==> config.mk <==
export PLATFORM = sky130hd
export DESIGN_NAME = fw_boot_loader
export DESIGN_NICKNAME = d
export VERILOG_FILES = /design/src/rtl/fwb_pkg.sv /design/src/rtl/fwb_ctrl.sv /design/src/rtl/fwb_datapath.sv /design/src/rtl/fw_boot_loader.sv
export SDC_FILE = /design/constraint.sdc
export NUM_CORES = 1
export LEC_CHECK = 0
export ABC_AREA = 0
export ABC_CLOCK_PERIOD_IN_PS = 2600
export BUFFER_PORTS_ARGS = -buffer_cell sky130_fd_sc_hd__buf_2
export CORE_MARGIN = 2
export CORE_UTILIZATION = 45
export DETAILED_ROUTE_END_ITERATION = 10
export GPL_ROUTABILITY_DRIVEN = 0
export HOLD_SLACK_MARGIN = 0.02
export PLACE_DENSITY_LB_ADDON = 0.2
export SYNTH_ARGS = -nofsm -noshare
export SYNTH_HDL_FRONTEND = slang
export SYNTH_SLANG_ARGS = --single-unit
==> constraint.sdc <==
create_clock -name clk -period 2.6 [get_ports clk]
set_input_delay 0.26 -clock clk [delete_from_list [all_inputs] [get_ports clk]]
set_output_delay 0.26 -clock clk [all_outputs]
set_load 0.03 [all_outputs]
==> src/rtl/fwb_pkg.sv <==
package fwb_pkg;
  localparam int REG_W  = 16;
  localparam int MODE_W = 5;

  localparam logic [REG_W-1:0] OFS_VEC_LO = 16'h0003;
  localparam logic [REG_W-1:0] OFS_VEC_HI = 16'h0004;
  localparam logic [REG_W-1:0] OFS_CTRL   = 16'h000E;
  localparam logic [REG_W-1:0] OFS_BASE   = 16'h0100;
  localparam logic [REG_W-1:0] OFS_CMD    = 16'h0101;
  localparam logic [REG_W-1:0] OFS_PORT   = 16'h0102;
  localparam logic [REG_W-1:0] OFS_STAT   = 16'h0103;

  localparam logic [MODE_W-1:0] MODE_LOAD  = 5'h17;
  localparam logic [MODE_W-1:0] MODE_START = 5'h01;

  typedef enum logic [1:0] {
    ST_READY = 2'd0,
    ST_BUSY  = 2'd1,
    ST_FAULT = 2'd2
  } loadStatus_t;

  // strobes from control to datapath
  typedef struct packed {
    logic setBase;
    logic pushWord;
    logic setVecLo;
    logic setVecHi;
    logic latchVec;
  } dpStrobe_t;
endpackage

==> src/rtl/fwb_ctrl.sv <==
module fwb_ctrl
  import fwb_pkg::*;
#(
  parameter int DW = 16
) (
  input  logic          clk,
  input  logic          rstN,
  input  logic [DW-1:0] regAddr,
  input  logic [DW-1:0] regWrData,
  input  logic          regWr,
  input  logic          regRd,
  input  logic [DW-1:0] loadBase,
  input  logic [DW-1:0] vecLo,
  input  logic [DW-1:0] vecHi,
  output logic [DW-1:0] regRdData,
  output dpStrobe_t     strobe,
  output loadStatus_t   statusCode,
  output logic          cpuRun
);
  localparam int ST_W = $bits(loadStatus_t);

  logic [DW-1:0] ctrlReg;
  logic [DW-1:0] cmdReg;
  logic          wordSeen;
  logic          modeLoad;
  logic          modeStart;
  logic          armed;

  assign modeLoad  = (ctrlReg[MODE_W-1:0] == MODE_LOAD);
  assign modeStart = (ctrlReg[MODE_W-1:0] == MODE_START);
  assign armed     = &cmdReg[DW-1:DW-2];

  always_comb begin
    strobe          = '0;
    strobe.setBase  = regWr && (regAddr == OFS_BASE);
    strobe.pushWord = regWr && (regAddr == OFS_PORT) && modeLoad && armed;
    strobe.setVecLo = regWr && (regAddr == OFS_VEC_LO);
    strobe.setVecHi = regWr && (regAddr == OFS_VEC_HI);
    strobe.latchVec = modeStart && !cpuRun;
  end

  always_comb begin
    if (!(modeLoad && armed)) statusCode = ST_FAULT;
    else if (wordSeen)        statusCode = ST_BUSY;
    else                      statusCode = ST_READY;
  end

  always_ff @(posedge clk) begin
    if (!rstN) begin
      ctrlReg  <= '0;
      cmdReg   <= '0;
      wordSeen <= 1'b0;
      cpuRun   <= 1'b0;
    end else begin
      cpuRun <= modeStart;
      if (regWr && regAddr == OFS_CTRL) begin
        ctrlReg  <= regWrData;
        wordSeen <= 1'b0;
      end else if (regWr && regAddr == OFS_CMD) begin
        cmdReg   <= regWrData;
        wordSeen <= 1'b0;
      end else if (strobe.pushWord) begin
        wordSeen <= 1'b1;
      end
    end
  end

  always_comb begin
    regRdData = '0;
    if (regRd) begin
      case (regAddr)
        OFS_CTRL:   regRdData = ctrlReg;
        OFS_CMD:    regRdData = cmdReg;
        OFS_STAT:   regRdData = {{(DW-ST_W){1'b0}}, statusCode};
        OFS_BASE:   regRdData = loadBase;
        OFS_VEC_LO: regRdData = vecLo;
        OFS_VEC_HI: regRdData = vecHi;
        default:    regRdData = '0;
      endcase
    end
  end

  AST_ONE_STROBE: assert property (@(posedge clk) disable iff (!rstN)
    $onehot0({strobe.setBase, strobe.pushWord, strobe.setVecLo, strobe.setVecHi})) else $error("strobes overlap");
  AST_RUN_AFTER_START: assert property (@(posedge clk) disable iff (!rstN)
    $rose(cpuRun) |-> $past(ctrlReg[MODE_W-1:0] == MODE_START)) else $error("run without start");
  AST_STOP_AFTER_LEAVE: assert property (@(posedge clk) disable iff (!rstN)
    $fell(cpuRun) |-> $past(ctrlReg[MODE_W-1:0] != MODE_START)) else $error("stop while start");
endmodule

==> src/rtl/fwb_datapath.sv <==
module fwb_datapath
  import fwb_pkg::*;
#(
  parameter int          DW       = 16,
  parameter int          AW       = 16,
  parameter logic [15:0] BASE_RST = 16'h1000
) (
  input  logic            clk,
  input  logic            rstN,
  input  logic [DW-1:0]   regWrData,
  input  dpStrobe_t       strobe,
  input  logic            cpuRun,
  output logic [DW-1:0]   loadBase,
  output logic [DW-1:0]   vecLo,
  output logic [DW-1:0]   vecHi,
  output logic            memWrEn,
  output logic [AW-1:0]   memWrAddr,
  output logic [DW-1:0]   memWrData,
  output logic [2*DW-1:0] cpuResetVec
);
  localparam int VW = 2 * DW;

  logic [AW-1:0] curAddr;

  always_ff @(posedge clk) begin
    if (!rstN) begin
      loadBase    <= DW'(BASE_RST);
      curAddr     <= AW'(BASE_RST);
      vecLo       <= '0;
      vecHi       <= '0;
      memWrEn     <= 1'b0;
      memWrAddr   <= '0;
      memWrData   <= '0;
      cpuResetVec <= '0;
    end else begin
      memWrEn <= strobe.pushWord;
      if (strobe.setBase) begin
        loadBase <= regWrData;
        curAddr  <= regWrData[AW-1:0];
      end
      if (strobe.pushWord) begin
        memWrAddr <= curAddr;
        memWrData <= regWrData;
        curAddr   <= curAddr + 1'b1;
      end
      if (strobe.setVecLo) vecLo <= regWrData;
      if (strobe.setVecHi) vecHi <= regWrData;
      if (strobe.latchVec) cpuResetVec <= {vecHi, vecLo};
    end
  end

  AST_ADDR_STEP: assert property (@(posedge clk) disable iff (!rstN)
    memWrEn && $past(memWrEn) |-> memWrAddr == $past(memWrAddr) + 1'b1) else $error("address skip");
  AST_VEC_HELD: assert property (@(posedge clk) disable iff (!rstN)
    cpuRun && $past(cpuRun) |-> $stable(cpuResetVec)) else $error("vector moved");
  AST_VEC_WIDTH: assert property (@(posedge clk) disable iff (!rstN)
    $rose(cpuRun) |-> cpuResetVec == VW'($past({vecHi, vecLo}))) else $error("vector mismatch");
endmodule

==> src/rtl/fw_boot_loader.sv <==
module fw_boot_loader
  import fwb_pkg::*;
#(
  parameter int          DW       = 16,
  parameter int          AW       = 16,
  parameter logic [15:0] BASE_RST = 16'h1000
) (
  input  logic            clk,
  input  logic            rstN,
  input  logic [DW-1:0]   regAddr,
  input  logic [DW-1:0]   regWrData,
  input  logic            regWr,
  input  logic            regRd,
  output logic [DW-1:0]   regRdData,
  output logic            memWrEn,
  output logic [AW-1:0]   memWrAddr,
  output logic [DW-1:0]   memWrData,
  output logic            cpuRun,
  output logic [2*DW-1:0] cpuResetVec
);
  dpStrobe_t   strobe;
  loadStatus_t statusCode;
  logic [DW-1:0] loadBase;
  logic [DW-1:0] vecLo;
  logic [DW-1:0] vecHi;

  fwb_ctrl #(.DW(DW)) uCtrl (
    .clk(clk), .rstN(rstN), .regAddr(regAddr), .regWrData(regWrData),
    .regWr(regWr), .regRd(regRd), .loadBase(loadBase), .vecLo(vecLo),
    .vecHi(vecHi), .regRdData(regRdData), .strobe(strobe),
    .statusCode(statusCode), .cpuRun(cpuRun)
  );

  fwb_datapath #(.DW(DW), .AW(AW), .BASE_RST(BASE_RST)) uData (
    .clk(clk), .rstN(rstN), .regWrData(regWrData), .strobe(strobe),
    .cpuRun(cpuRun), .loadBase(loadBase), .vecLo(vecLo), .vecHi(vecHi),
    .memWrEn(memWrEn), .memWrAddr(memWrAddr), .memWrData(memWrData),
    .cpuResetVec(cpuResetVec)
  );

  AST_NO_WRITE_WHILE_RUN: assert property (@(posedge clk) disable iff (!rstN)
    memWrEn |-> !cpuRun) else $error("write while running");
  AST_WRITE_WHEN_READY: assert property (@(posedge clk) disable iff (!rstN)
    memWrEn |-> $past(statusCode != ST_FAULT)) else $error("write while faulted");
endmodule

==> run summary <==
CELLS AND AREA
----------------------------------------------------------------------------------
Share of final-layout standard cells stronger than drive strength 1          19.1%
Area occupied by multi-input gates                                       3220 um^2
Layout fillers                                                                1387
Final design utilization                                                     56.5%
Synth-to-layout area growth                                                  21.8%
Net count reported at finish                                                  1003
Final non-filler cell area                                               8240 um^2
FF+latch area                                                            3260 um^2
Post-layout instance count excluding filler cells                             1163
Diode insertion count for antenna repair                                         0

ROUTE
----------------------------------------------------------------------------------
Met2 Routed Length                                                         9500 um
Met1 Routed Length                                                         9560 um
Number of DRC violations after detailed routing                                  0
Detailed route wirelength on metal3                                        1610 um
Sum of routed wire length over all layers                                 21000 um
Routed vias/inst                                                              5.80
Pre-Repair DR Iteration Count                                                    8
Post-detailed-route wirelength per cell                                    18.0 um
Total number of vias                                                          6748
Top Layer Used                                                                met4
Antenna violation net count after detailed routing                               0
Number of DRC markers after the initial detailed-route iteration               826

GLOBAL ROUTING
----------------------------------------------------------------------------------
Initial antenna violation count                                                  0
Vias in the first global route                                                6152
Maximum number of pins on one net before global-route repair                   103
Total global-route track usage                                               26.1%
Wire length of the first global-routing pass                              33100 um
Global route total overflow                                                      0

CRITICAL PATH
----------------------------------------------------------------------------------
Reg2Reg Setup Slack                                                        0.55 ns
Nature of the critical path startpoint                                  input port
Endpoint arrival time on the critical path                                 2.09 ns
CP required                                                                2.34 ns
Reg-to-reg startpoint                                                 uCtrl.ctrlReg[4]$_SDFFE_PN0P_
Class of the most critical setup path                                    in -> out
Nature of the critical path endpoint                                   output port
Worst setup endpoint                                                  regRdData[1]
Maximum fanout along the worst path                                             30
Cells on worst reg2reg path                                                      5
Worst setup startpoint                                                 regAddr[15]
Capture instance of the worst register-to-register path               uData.curAddr[11]$_SDFFE_PN0P_

PLACED DESIGN
----------------------------------------------------------------------------------
Placed instance area                                                     7620 um^2
Final HPWL from detailed placement                                        14300 um
IO buf count                                                                   117
Cell count after placement                                                    1131
Pre-CTS setup slack                                                       0.308 ns

CTS
----------------------------------------------------------------------------------
Sinks on Clock Net                                                             163
Hold bufs inserted after CTS                                                     0
Clock tree from TritonCTS                                                      yes
Clock root cell                                                          clkbuf_16
Total of cells resized after clock tree synthesis                                0
Skew-Pair Late Insertion Delay                                             0.42 ns
Number of buffers added by the clock tree synthesis step                        17
Clock-pin transition on the worst setup and hold timing paths              0.06 ns
# Post-CTS Setup Buffers                                                         0
H-tree levels                                                                    4
Max Root-Sink Buffers                                                            2

STA
----------------------------------------------------------------------------------
RSZ-0062 raised after global routing                                            no
# setup viols final                                                              0
Final Hold Fails                                                                 0
Max frequency                                                              425 MHz
Post-layout minimum cycle time                                             2.35 ns
Worst slew margin relative to its limit                                      62.8%
Worst Clk Skew                                                          0.00825 ns
Pin slew with the least headroom to its limit                             0.553 ns
Final WS setup                                                            0.249 ns
Final Slew Violations                                                            0
Final total negative setup slack                                              0 ns
Period Utilization, post-route                                               90.4%

YOSYS
----------------------------------------------------------------------------------
Syn Inst Count                                                                 868
Synth top area cells                                                  dfxtp_1 (48%), nand2_1 (15%), a21oi_1 (12%)
Most instantiated flip-flop cell in the synthesis netlist                  dfxtp_1
Yosys top cell area share                                                    48.2%
Count of flip-flops with a built-in enable after synthesis                       0
Netlist cell types                                                              45
Most repeated cell in the gate-level netlist after synthesis               nand2_1
Number of synthesized register bits                                            163
Leading area contributor after synthesis                                   dfxtp_1
Post-Syn Area                                                            6770 um^2
Sequential cell area fraction in the yosys report                            48.2%
Average cell area after synthesis                                        7.79 um^2
Share of flip-flops with an asynchronous set or reset                           0%
Post-synthesis net count                                                       905
Commonest cells in the synthesized netlist                            nand2_1 (267), dfxtp_1 (163), a21oi_1 (159), clkbuf_1 (56), nand3_1 (43)
Total of warnings raised by yosys                                                0

POWER AND IR DROP
----------------------------------------------------------------------------------
Leak Pwr                                                                   3.02 nW
Worst vdd ir                                                              0.537 mV
Power density over the cells                                           640 nW/um^2

DIE
----------------------------------------------------------------------------------
Ports                                                                          118
Die height                                                                  127 um
Core area                                                               14600 um^2
Horizontal die dimension                                                    127 um
Initial core utilization                                                     46.4%
Die Outline Area                                                        16000 um^2
Row Count                                                                       44

HOLD PATH
----------------------------------------------------------------------------------
Worst min path class                                                     in -> reg

OUTCOME
----------------------------------------------------------------------------------
Run status                                                            finished, final reports clean

JOB
----------------------------------------------------------------------------------
Max-cap viol count                                                               0

-- cell type report --
class | count | share of cell area, %
Multi-Input combinational cell | 630 | 39.0
Clock inverter | 13 | 2.06
Tap cell | 184 | 2.79
Timing Repair Buffer | 149 | 10.8
Sequential cell | 163 | 39.6
Clock buffer | 19 | 5.50
Inverter | 5 | 0.258
-- placed cells by master, fill, tap and decap left out, types with 2 or more instances in the layout --
| cell type | instances |
|---|---|
| and4b_1 | 2 |
| a21oi_1 | 159 |
| o211ai_1 | 3 |
| a22oi_1 | 16 |
| bufinv_16 | 3 |
| dfxtp_1 | 163 |
| o31ai_1 | 3 |
| nor3_1 | 9 |
| inv_1 | 4 |
| nor4_1 | 8 |
| buf_12 | 5 |
| clkbuf_8 | 2 |
| o2bb2ai_1 | 2 |
| or4_1 | 5 |
| nand2b_1 | 4 |
| o21ai_0 | 4 |
| mux2i_1 | 8 |
| clkbuf_16 | 17 |
| and4_1 | 7 |
| buf_2 | 117 |
| nor2_1 | 10 |
| nand4_1 | 9 |
| buf_4 | 27 |
| and2_1 | 8 |
| o2111ai_1 | 2 |
| nand3_1 | 43 |
| inv_6 | 5 |
| nand2_1 | 267 |
| a31oi_1 | 11 |
| and3_1 | 11 |
| nor4b_1 | 3 |
| a222oi_1 | 16 |
| clkinvlp_4 | 3 |
| or3_1 | 4 |
-- critical path, stage by stage --
cell      delay [ns]
buf_2           0.10
nor4_1          0.27
buf_4           0.17
and4_1          0.25
and3_1          0.25
buf_12          0.20
a222oi_1        0.12
a31oi_1         0.21
buf_2           0.24
-- sequential cells by signal, summed over array words and instances (netlist names) --
name,flops
uData.cpuResetVec,32
uCtrl.cmdReg,16
uCtrl.ctrlReg,16
uData.curAddr,16
uData.loadBase,16
uData.memWrAddr,16
uData.memWrData,16
uData.vecHi,16
uData.vecLo,16
uCtrl.cpuRun,1
uCtrl.wordSeen,1
uData.memWrEn,1
-- cell families (layout without fill, tap and decap cells) --
family,count (synthesis),count (layout),share of synthesized area [%]
compound gates,223,223,19.3
fa+ha+maj,1,1,0.185
buf+inv,75,186,4.36
flops,163,163,48.2
mux,8,8,1.18
simple gates,398,398,26.7
-- where the power goes --
part | switching [mW] | internal (mW)
registers | 0.0000117 | 2.50
clock network | 1.05 | 1.58
logic | 0.120 | 0.0379
total | 1.17 | 4.11
-- metrics by stage --
step,hold slack (ns),power [mW]
after floorplan,0.384,2.61
after global placement,0.435,2.71
after detailed placement,0.442,2.71
after CTS,0.137,5.32
after global routing,0.151,5.44
final,0.159,5.28
-- worst min-delay path by stage --
stage,start,to,slack [ns],cells past startpoint
after CTS,regWrData[11],uCtrl.ctrlReg[11]$_SDFFE_PN0P_,0.14,3
final,regWrData[11],uCtrl.ctrlReg[11]$_SDFFE_PN0P_,0.16,3
after floorplan,regWrData[12],uData.loadBase[12]$_SDFFE_PN1P_,0.38,2
after global routing,regWrData[11],uData.memWrData[11]$_SDFFE_PN0P_,0.15,3
after detailed placement,uData.memWrAddr[7]$_SDFFE_PN0P_,uData.memWrAddr[7]$_SDFFE_PN0P_,0.44,2
after global placement,uData.memWrData[7]$_SDFFE_PN0P_,uData.memWrData[7]$_SDFFE_PN0P_,0.44,2
-- metal layers --
metal | vias up | global-route usage [%]
met2 | 285 | 39.7
li1 | 3253 | -
met5 | - | 0
met4 | 0 | 7.76
met1 | 3186 | 37.5
met3 | 24 | 5.27
(Power assumes the default switching activity.)
